===== src/rtl/sram_wr_pkg.sv =====
package sram_wr_pkg;

  typedef enum logic [1:0] {ST_IDLE, ST_SETUP, ST_PULSE, ST_TAIL} wr_state_e;

  typedef struct packed {
    logic sem;      // 1: semaphore region
    logic ce_mode;  // 1: enable falls last
    logic oe_low;   // hold output enable low
  } wr_ctl_t;

  function automatic int imax(input int a, input int b);
    return (a > b) ? a : b;
  endfunction

endpackage


===== src/rtl/sram_wr_req_latch.sv =====
module sram_wr_req_latch
  import sram_wr_pkg::*;
#(
  parameter int ADDR_W = 16,
  parameter int DATA_W = 9
) (
  input  logic              clk_i,
  input  logic              rst_ni,
  input  logic              load_i,
  input  logic [ADDR_W-1:0] addr_i,
  input  logic [DATA_W-1:0] data_i,
  input  wr_ctl_t           ctl_i,
  output logic [ADDR_W-1:0] addr_o,
  output logic [DATA_W-1:0] data_o,
  output wr_ctl_t           ctl_o
);

  always_ff @(posedge clk_i or negedge rst_ni) begin
    if (!rst_ni) begin
      addr_o <= '0;
      data_o <= '0;
      ctl_o  <= '0;
    end else if (load_i) begin
      addr_o <= addr_i;
      data_o <= data_i;
      ctl_o  <= ctl_i;
    end
  end

endmodule


===== src/rtl/sram_wr_fsm.sv =====
module sram_wr_fsm
  import sram_wr_pkg::*;
#(
  parameter int T_AS = 1,
  parameter int T_WP = 3,
  parameter int T_WZ = 2,
  parameter int T_DW = 2,
  parameter int T_DH = 1,
  parameter int T_WR = 2
) (
  input  logic    clk_i,
  input  logic    rst_ni,
  input  logic    req_i,
  input  wr_ctl_t ctl_i,
  input  wr_ctl_t ctl_q_i,
  output logic    load_o,
  output logic    ready_o,
  output logic    ce_no,
  output logic    sem_no,
  output logic    rw_no,
  output logic    oe_no,
  output logic    dq_oe_o
);

  localparam int PLEN_PLAIN = imax(T_WP, T_DW);
  localparam int PLEN_GATE  = imax(T_WP, T_WZ + T_DW);
  localparam int TAIL_LEN   = imax(T_DH, T_WR);
  localparam int MAX_CNT    = imax(imax(PLEN_GATE, TAIL_LEN), T_AS);
  localparam int CW         = $clog2(MAX_CNT + 1);

  localparam logic [CW-1:0] AS_END   = CW'(T_AS - 1);
  localparam logic [CW-1:0] WZ_END   = CW'(T_WZ - 1);
  localparam logic [CW-1:0] PP_END   = CW'(PLEN_PLAIN - 1);
  localparam logic [CW-1:0] PG_END   = CW'(PLEN_GATE - 1);
  localparam logic [CW-1:0] DH_END   = CW'(T_DH - 1);
  localparam logic [CW-1:0] TAIL_END = CW'(TAIL_LEN - 1);

  wr_state_e     state;
  logic [CW-1:0] cnt;
  logic          gated;
  logic [CW-1:0] pulse_end;

  // I/O may still drive only when enable fell before R/W with OE low
  assign gated     = ~ctl_q_i.ce_mode & ctl_q_i.oe_low;
  assign pulse_end = gated ? PG_END : PP_END;
  assign load_o    = req_i & (state == ST_IDLE);

  always_ff @(posedge clk_i or negedge rst_ni) begin
    if (!rst_ni) begin
      state   <= ST_IDLE;
      cnt     <= '0;
      ready_o <= 1'b1;
      ce_no   <= 1'b1;
      sem_no  <= 1'b1;
      rw_no   <= 1'b1;
      oe_no   <= 1'b1;
      dq_oe_o <= 1'b0;
    end else begin
      cnt <= cnt + 1'b1;
      unique case (state)
        ST_IDLE: begin
          cnt <= '0;
          if (req_i) begin
            ready_o <= 1'b0;
            oe_no   <= ~ctl_i.oe_low;
            if (ctl_i.ce_mode) begin
              rw_no <= 1'b0;
            end else begin
              ce_no  <= ctl_i.sem;
              sem_no <= ~ctl_i.sem;
            end
            state <= ST_SETUP;
          end
        end
        ST_SETUP: begin
          if (cnt == AS_END) begin
            cnt <= '0;
            if (ctl_q_i.ce_mode) begin
              ce_no  <= ctl_q_i.sem;
              sem_no <= ~ctl_q_i.sem;
            end else begin
              rw_no <= 1'b0;
            end
            if (!gated) dq_oe_o <= 1'b1;
            state <= ST_PULSE;
          end
        end
        ST_PULSE: begin
          if (gated && cnt == WZ_END) dq_oe_o <= 1'b1;
          if (cnt == pulse_end) begin
            cnt    <= '0;
            ce_no  <= 1'b1;
            sem_no <= 1'b1;
            rw_no  <= 1'b1;
            state  <= ST_TAIL;
          end
        end
        ST_TAIL: begin
          if (cnt == DH_END) dq_oe_o <= 1'b0;
          if (cnt == TAIL_END) begin
            ready_o <= 1'b1;
            oe_no   <= 1'b1;
            dq_oe_o <= 1'b0;
            state   <= ST_IDLE;
          end
        end
        default: state <= ST_IDLE;
      endcase
    end
  end


  ce_sem_excl_chk: assert property (@(posedge clk_i) disable iff (!rst_ni)
    !(!ce_no && !sem_no));


  busy_not_ready_chk: assert property (@(posedge clk_i) disable iff (!rst_ni)
    (!rw_no || !ce_no || !sem_no || dq_oe_o) |-> !ready_o);


  joint_rise_chk: assert property (@(posedge clk_i) disable iff (!rst_ni)
    $rose(rw_no) |-> (ce_no && sem_no));


  drive_in_pulse_chk: assert property (@(posedge clk_i) disable iff (!rst_ni)
    $rose(dq_oe_o) |-> (!rw_no && !(ce_no && sem_no)));


  drive_off_after_rise_chk: assert property (@(posedge clk_i) disable iff (!rst_ni)
    $fell(dq_oe_o) |-> (rw_no && ce_no && sem_no));

endmodule


===== src/rtl/sram_wr_seq.sv =====
module sram_wr_seq
  import sram_wr_pkg::*;
#(
  parameter int ADDR_W = 16,
  parameter int DATA_W = 9,
  parameter int T_AS   = 1,
  parameter int T_WP   = 3,
  parameter int T_WZ   = 2,
  parameter int T_DW   = 2,
  parameter int T_DH   = 1,
  parameter int T_WR   = 2
) (
  input  logic              clk_i,
  input  logic              rst_ni,
  input  logic              req_i,
  output logic              ready_o,
  input  logic [ADDR_W-1:0] addr_i,
  input  logic [DATA_W-1:0] data_i,
  input  logic              sem_i,
  input  logic              ce_mode_i,
  input  logic              oe_low_i,
  output logic [ADDR_W-1:0] mem_addr_o,
  output logic              mem_ce_no,
  output logic              mem_sem_no,
  output logic              mem_rw_no,
  output logic              mem_oe_no,
  output logic [DATA_W-1:0] mem_dq_o,
  output logic              mem_dq_oe_o
);

  wr_ctl_t ctl_in, ctl_q;
  logic    load;

  assign ctl_in = '{sem: sem_i, ce_mode: ce_mode_i, oe_low: oe_low_i};

  sram_wr_req_latch #(.ADDR_W(ADDR_W), .DATA_W(DATA_W)) u_latch (
    .clk_i  (clk_i),
    .rst_ni (rst_ni),
    .load_i (load),
    .addr_i (addr_i),
    .data_i (data_i),
    .ctl_i  (ctl_in),
    .addr_o (mem_addr_o),
    .data_o (mem_dq_o),
    .ctl_o  (ctl_q)
  );

  sram_wr_fsm #(
    .T_AS(T_AS), .T_WP(T_WP), .T_WZ(T_WZ),
    .T_DW(T_DW), .T_DH(T_DH), .T_WR(T_WR)
  ) u_fsm (
    .clk_i   (clk_i),
    .rst_ni  (rst_ni),
    .req_i   (req_i),
    .ctl_i   (ctl_in),
    .ctl_q_i (ctl_q),
    .load_o  (load),
    .ready_o (ready_o),
    .ce_no   (mem_ce_no),
    .sem_no  (mem_sem_no),
    .rw_no   (mem_rw_no),
    .oe_no   (mem_oe_no),
    .dq_oe_o (mem_dq_oe_o)
  );


  addr_freeze_chk: assert property (@(posedge clk_i) disable iff (!rst_ni)
    (!mem_rw_no && !(mem_ce_no && mem_sem_no)) |-> $stable(mem_addr_o));


  data_freeze_chk: assert property (@(posedge clk_i) disable iff (!rst_ni)
    mem_dq_oe_o |-> $stable(mem_dq_o));

endmodule


===== config.mk =====
export PLATFORM = sky130hd
export DESIGN_NAME = sram_wr_seq
export DESIGN_NICKNAME = d
export VERILOG_FILES = /design/src/rtl/sram_wr_pkg.sv /design/src/rtl/sram_wr_req_latch.sv /design/src/rtl/sram_wr_fsm.sv /design/src/rtl/sram_wr_seq.sv
export SDC_FILE = /design/constraint.sdc
export NUM_CORES = 1
export LEC_CHECK = 0
export BUFFER_PORTS_ARGS = -buffer_cell sky130_fd_sc_hd__buf_4
export CORE_ASPECT_RATIO = 0.5
export CORE_UTILIZATION = 50
export CTS_CLUSTER_SIZE = 12
export DETAILED_ROUTE_END_ITERATION = 10
export GPL_ROUTABILITY_DRIVEN = 0
export GPL_TIMING_DRIVEN = 0
export HOLD_SLACK_MARGIN = 0.08
export PLACE_DENSITY = 0.88
export SLEW_MARGIN = 20
export SYNTH_ARGS = -nofsm -noshare
export SYNTH_HDL_FRONTEND = slang
export SYNTH_SLANG_ARGS = --single-unit

===== constraint.sdc =====
create_clock -name clk_i -period 4.68 [get_ports clk_i]
set_input_delay 0.936 -clock clk_i [delete_from_list [all_inputs] [get_ports clk_i]]
set_output_delay 0.936 -clock clk_i [all_outputs]
set_load 0.005 [all_outputs]

# Word-level counts from Yosys, hierarchy flattened
# Cells that the tools add are included.
dict set report totals {
  ff_bits 39
  in_bits 31
}
dict set report classes {
  add_sub_neg 1
  eq_ne 16
  mux 36
  bitwise_logic 6
  reduce_logical 11
}
# cell n
set ops {}
lappend ops {{2-to-1 mux 1 bit} 22}
lappend ops {{!= test 2 bit (second input constant)} 6}
lappend ops {{case mux 1 bit (3 select lines)} 4}
lappend ops {{AND reduction 6 bit} 2}
lappend ops {{case mux 3 bit (3 select lines)} 1}
lappend ops {{2-to-1 mux 2 bit} 4}
lappend ops {{!= test 2 x 1 -> 1 bit (second input constant)} 4}
lappend ops {{case mux 2 bit (4 select lines)} 1}
lappend ops {{2-to-1 mux 3 bit} 2}
lappend ops {{nonzero test 3 bit} 2}
lappend ops {{AND reduction 5 bit} 1}
lappend ops {{== test 2 bit (second input constant)} 2}
lappend ops {{NOT 1 bit} 4}
lappend ops {{case mux 1 bit (2 select lines)} 2}
lappend ops {{AND reduction 4 bit} 1}
lappend ops {{adder 3 x 1 -> 3 bit (second input constant)} 1}
lappend ops {{== test 3 x 1 -> 1 bit (second input constant)} 1}
lappend ops {{== test 3 bit} 1}
lappend ops {{logical NOT 3 bit} 1}
lappend ops {{!= test 3 x 1 -> 1 bit (second input constant)} 1}
lappend ops {{AND reduction 3 bit} 1}
lappend ops {{bitwise AND 1 bit} 2}
lappend ops {{== test 2 x 1 -> 1 bit (second input constant)} 1}
lappend ops {{logical NOT 2 bit} 1}
lappend ops {{other kinds (2)} 2}

# Depth between registers and ports, before layout
dict set report depth {
  ltp_word 6
  mapped_depth 7
  ltp_nobuf 6
}

# Modules after synthesis
# Synthesis repeated with hierarchy kept, for this count alone.
dict set report unflattened {
  hier_cells 136
  area_unflattened_um2 1899.3
}
# module instances cells_per_inst area_each_um2 seq_area_each_um2
set modules_own_cells {}
lappend modules_own_cells {sram_wr_req_latch 1 59 1142.3 700.7}
lappend modules_own_cells {sram_wr_fsm 1 77 757.0 281.5}

# Worst setup path after synthesis
# OpenSTA, ideal clock, no wires.
dict set report synth_timing {
  kind {input to register}
  start {in req_i}
  end {reg u_fsm.state[1]}
  setup_ns 0.125
  arrival_ns 1.588
  setup_slack_ns 2.967
  cell_stages 4
  n_path_buf 0
  path_cell_list {nor2b_2 -> a21oi_2 -> o211ai_2 -> mux2_4}
}
dict set report synth_between {
  elab_chain_len 2
}
# item line_no
set synth_lines {}
lappend synth_lines {{start, declared} sram_wr_seq.sv:15} ;# input logic req_i,
lappend synth_lines {{!= test 2 bit (no source line)} n/a}
lappend synth_lines {{AND reduction 4 bit (no source line)} n/a}
lappend synth_lines {{end signal, assigned} sram_wr_fsm.sv:50} ;# state <= ST_IDLE;
lappend synth_lines {{end signal, assigned} sram_wr_fsm.sv:72} ;# state <= ST_SETUP;
lappend synth_lines {{end signal, assigned} sram_wr_fsm.sv:85} ;# state <= ST_PULSE;
lappend synth_lines {{end, declared} sram_wr_fsm.sv:38} ;# wr_state_e state;
# No other way between the ends.
# A chain may end at the register's enable or synchronous reset.

# Worst setup path in the final report
dict set report layout_timing {
  start {reg u_fsm.sem_no}
  end {out mem_sem_no}
}
# item line_no
set layout_lines {}
lappend layout_lines {{start, declared} sram_wr_fsm.sv:19} ;# output logic sem_no,
lappend layout_lines {{start signal, assigned} sram_wr_fsm.sv:70} ;# sem_no <= ~ctl_i.sem;
lappend layout_lines {{start signal, assigned} sram_wr_fsm.sv:80} ;# sem_no <= ~ctl_q_i.sem;
lappend layout_lines {{end, declared} sram_wr_seq.sv:24} ;# output logic mem_sem_no,
# No word-level cell between the ends.

==> results.sh <==
export IMPL_vias_per_cell=5.29
export IMPL_critPathMaxStageDelay_ns=0.55
export IMPL_core_area_um2=3510
export IMPL_ys_flop_type="sky130_fd_sc_hd__dfrtp_1"
export IMPL_cp_start_kind="flop"
export IMPL_number_of_antenna_violations_at_the_first_check_in_global_routing=0
export IMPL_area_growth_synth_to_final_pct=32.3
export IMPL_timing_max_slew_rel_slack_pct=66.9
export IMPL_synth_cell_area_um2=1880
export IMPL_std_cell_rows=15
export IMPL_number_of_buffers_created_by_cts=5
export IMPL_switching_power_uw=643
export IMPL_seq_power_share_pct=36.1
export IMPL_synth_lib_cells_used_distinct=36
export IMPL_synth_seq_cells=39
export IMPL_intPower_uw=1120
export IMPL_ioPinCount=62
export IMPL_critical_path_peak_fanout=3
export IMPL_postSynthAreaPerCell_um2=13.0
export IMPL_detail_route_antenna_nets=0
export IMPL_cts_sinks=39
export IMPL_start_util_pct=53.5
export IMPL_final_period_minus_worst_setup_slack_ns=1.89
export IMPL_max_slew_worst_pin_slew_ns=0.496
export IMPL_run_status="finished, final reports clean"
export IMPL_place_detailed_instances=257
export IMPL_report_final_hold_viol_count=0
export IMPL_via_count_of_the_first_global_routing_pass=1429
export IMPL_globalRouteTotalUtil_pct=22.2
export IMPL_rsz0062_at_grt="false"
export IMPL_comb_power_share_pct=51.3
export IMPL_final_design_area_no_fill_um2=2490
export IMPL_routed_wirelength_um=4150
export IMPL_netlist_top_cell_by_area="sky130_fd_sc_hd__dfrtp_1"
export IMPL_p_total_uw=1760
export IMPL_dr_total_vias=1402
export IMPL_worst_hold_path_type="reg -> reg"
export IMPL_final_instance_count_excl_fill=265
export IMPL_crit_path_end_kind="output pin"
export IMPL_finalSetupViolations=0
export IMPL_grt_start_max_net_pins=40
export IMPL_tritoncts="built"
export IMPL_cpMaxStageDelayCell="sky130_fd_sc_hd__dfstp_2"
export IMPL_ir_worst_vdd_uv=425
export IMPL_dr_first_iter_drc_count=61
export IMPL_chipWidth_um=88.7
export IMPL_wire_per_inst_um=15.6
export IMPL_cts_max_level=2
export IMPL_cts_hold_repair_buffers=0
export IMPL_path_buf_inv=1
export IMPL_rr_worst_depth=6
export IMPL_drtPass1Iterations=4
export IMPL_die_area_um2=4020
export IMPL_clock_fmax_ghz=0.530
export IMPL_yosys_top_cells_area="sky130_fd_sc_hd__dfrtp_1 (45%), sky130_fd_sc_hd__mux2_2 (16%), sky130_fd_sc_hd__dfstp_2 (7.0%), sky130_fd_sc_hd__ha_1 (6.0%), sky130_fd_sc_hd__a21oi_1 (2.1%)"
export IMPL_post_cts_resized=0
export IMPL_number_of_flops_mapped_to_enable_cells_by_yosys=0
export IMPL_timing_final_max_slew_violations=0
export IMPL_insertedDiodeCount=0
export IMPL_drc=0
export IMPL_power_per_cell_area_nw_per_um2=710
export IMPL_clk_pin_slew_worst_paths_ns=0.07
export IMPL_post_synth_inst_count=145
export IMPL_place_port_buffers=61
export IMPL_mappedNetlistNets=185
export IMPL_critical_path_depth_in_cells=1
export IMPL_clock_skew_ns=0.00349
export IMPL_hpwl_um=3070
export IMPL_hold_depth=1
export IMPL_cts_root_buf="sky130_fd_sc_hd__clkbuf_8"
export IMPL_die_h_um=45.4
export IMPL_synth_commonest_cells="sky130_fd_sc_hd__dfrtp_1 (34), sky130_fd_sc_hd__mux2_2 (26), sky130_fd_sc_hd__ha_1 (9), sky130_fd_sc_hd__inv_1 (9), sky130_fd_sc_hd__a21oi_1 (8)"
export IMPL_critical_path_cell_chain="buf_4"
export IMPL_yosysWarnings=0
export IMPL_synth_async_sr_flop_share_pct=100
export IMPL_timing_critical_path_arrival_ns=0.95
export IMPL_timing_worst_setup_path_type="reg -> out"
export IMPL_cpLargestDelayFamily="flip-flops"
export IMPL_cts_path_max_buffers=2
export IMPL_grt_first_pass_wirelength_um=6420
export IMPL_power_leakage_uw=0.00115
export IMPL_yosys_area_top_type_share_pct=45.3
export IMPL_global_route_overflow_total=0
export IMPL_clk_latency_ns=0.29
export IMPL_max_cap_violations=0
export IMPL_share_of_post_route_cells_with_drive_strength_above_1_pct=52.8
export IMPL_post_cts_buffers=0
export IMPL_synth_yosys_seq_area_share_pct=52.3
export IMPL_fin_setup_tns_ns=0
export IMPL_yosys_cell_count_top_type="sky130_fd_sc_hd__dfrtp_1"
export IMPL_placedInstanceArea_um2=2400
export IMPL_worst_endpoint_required_ns=3.74
export IMPL_switching_share_pct=36.4
export IMPL_power_clock_fraction_pct=12.6
export IMPL_period_share_pct=40.3
export IMPL_finish_net_count=253
==> per-stage QoR <==
| step | worst slack, ns | utilization [%] | hold slack (ns) |
|---|---|---|---|
| after detailed placement | 2.74 | 68.4 | 0.493 |
| after global routing | 2.72 | 70.8 | 0.519 |
| after CTS | 2.78 | 70.8 | 0.512 |
| after floorplan | 2.97 | - | 0.472 |
| final | 2.79 | 70.8 | 0.510 |
| after global placement | 2.74 | 68.4 | 0.478 |
==> power by group through the flow <==
stage / logic, µW / clock network [µW] / registers (µW)
after floorplan: 551 / 0 / 633
after global placement: 866 / 0 / 628
after detailed placement: 900 / 0 / 642
after CTS: 905 / 231 / 637
after global routing: 979 / 242 / 658
final: 905 / 222 / 638
==> path summary, 6_finish.rpt <==
kind                              startpoint           endpoint  slack [ns]
min                        u_latch.data_o[0]  u_latch.data_o[0]        0.51
max in group asynchronous             rst_ni        u_fsm.ce_no        3.71
max reg2reg                   u_fsm.state[0]     u_fsm.state[1]        2.82
min reg2reg                u_latch.data_o[0]  u_latch.data_o[0]        0.51
max                             u_fsm.sem_no         mem_sem_no        2.79
min in group asynchronous             rst_ni  u_latch.data_o[2]        0.61
==> kinds of logic (layout without fill, tap and decap cells) <==
group | count (synthesis) | after routing | synth area share (%)
flops | 39 | 39 | 52.3
fa+ha+maj | 9 | 9 | 5.99
simple gates | 14 | 14 | 5.19
xor+xnor | 3 | 3 | 1.80
buf+inv | 14 | 83 | 3.06
compound gates | 38 | 38 | 14.8
mux | 28 | 28 | 16.9
==> layout by cell type, fill, tap and decap left out, types with 2 or more instances in the layout <==
cell / count
sky130_fd_sc_hd__buf_4: 61
sky130_fd_sc_hd__dfrtp_1: 34
sky130_fd_sc_hd__mux2_2: 26
sky130_fd_sc_hd__inv_1: 9
sky130_fd_sc_hd__ha_1: 9
sky130_fd_sc_hd__a21oi_1: 8
sky130_fd_sc_hd__o21ai_0: 7
sky130_fd_sc_hd__nand2_1: 6
sky130_fd_sc_hd__o211ai_1: 5
sky130_fd_sc_hd__clkbuf_8: 5
sky130_fd_sc_hd__dfstp_2: 5
sky130_fd_sc_hd__buf_2: 3
sky130_fd_sc_hd__a31oi_1: 3
sky130_fd_sc_hd__o2111ai_1: 3
sky130_fd_sc_hd__xnor2_1: 2
sky130_fd_sc_hd__nand2b_4: 2
sky130_fd_sc_hd__clkbuf_1: 2
sky130_fd_sc_hd__nor2_1: 2
==> registers in the layout, indices dropped and copies added, names as in the netlist <==
signal / count
u_fsm.rw_no: 1
u_latch.data_o: 9
u_fsm.ce_no: 1
u_fsm.dq_oe_o: 1
u_fsm.sem_no: 1
u_fsm.state: 2
u_fsm.ready_o: 1
u_latch.addr_o: 16
u_fsm.oe_no: 1
u_latch.ctl_o: 3
u_fsm.cnt: 3
==> final cells by class <==
class,instances,area [µm²]
Clock buffer,6,72.6
Inverter,9,33.8
Clock inverter,2,12.5
Sequential cell,39,982
Timing Repair Buffer,61,458
Tap cell,51,63.8
Multi-Input combinational cell,92,840
Fill cell,254,1020
Buffer,5,23.8
==> routing by layer <==
metal / part of all wire (%) / up-vias / global-route usage [%] / wire length, µm
met4: 2.3 / 0 / 10.6 / 96
met3: 3.4 / 11 / 5.85 / 140
met2: 52 / 34 / 39.7 / 2150
met5: 0 / - / 0 / 0
li1: - / 655 / - / -
met1: 42 / 702 / 25.5 / 1750
No activity file was read; power rests on OpenSTA's default activity.
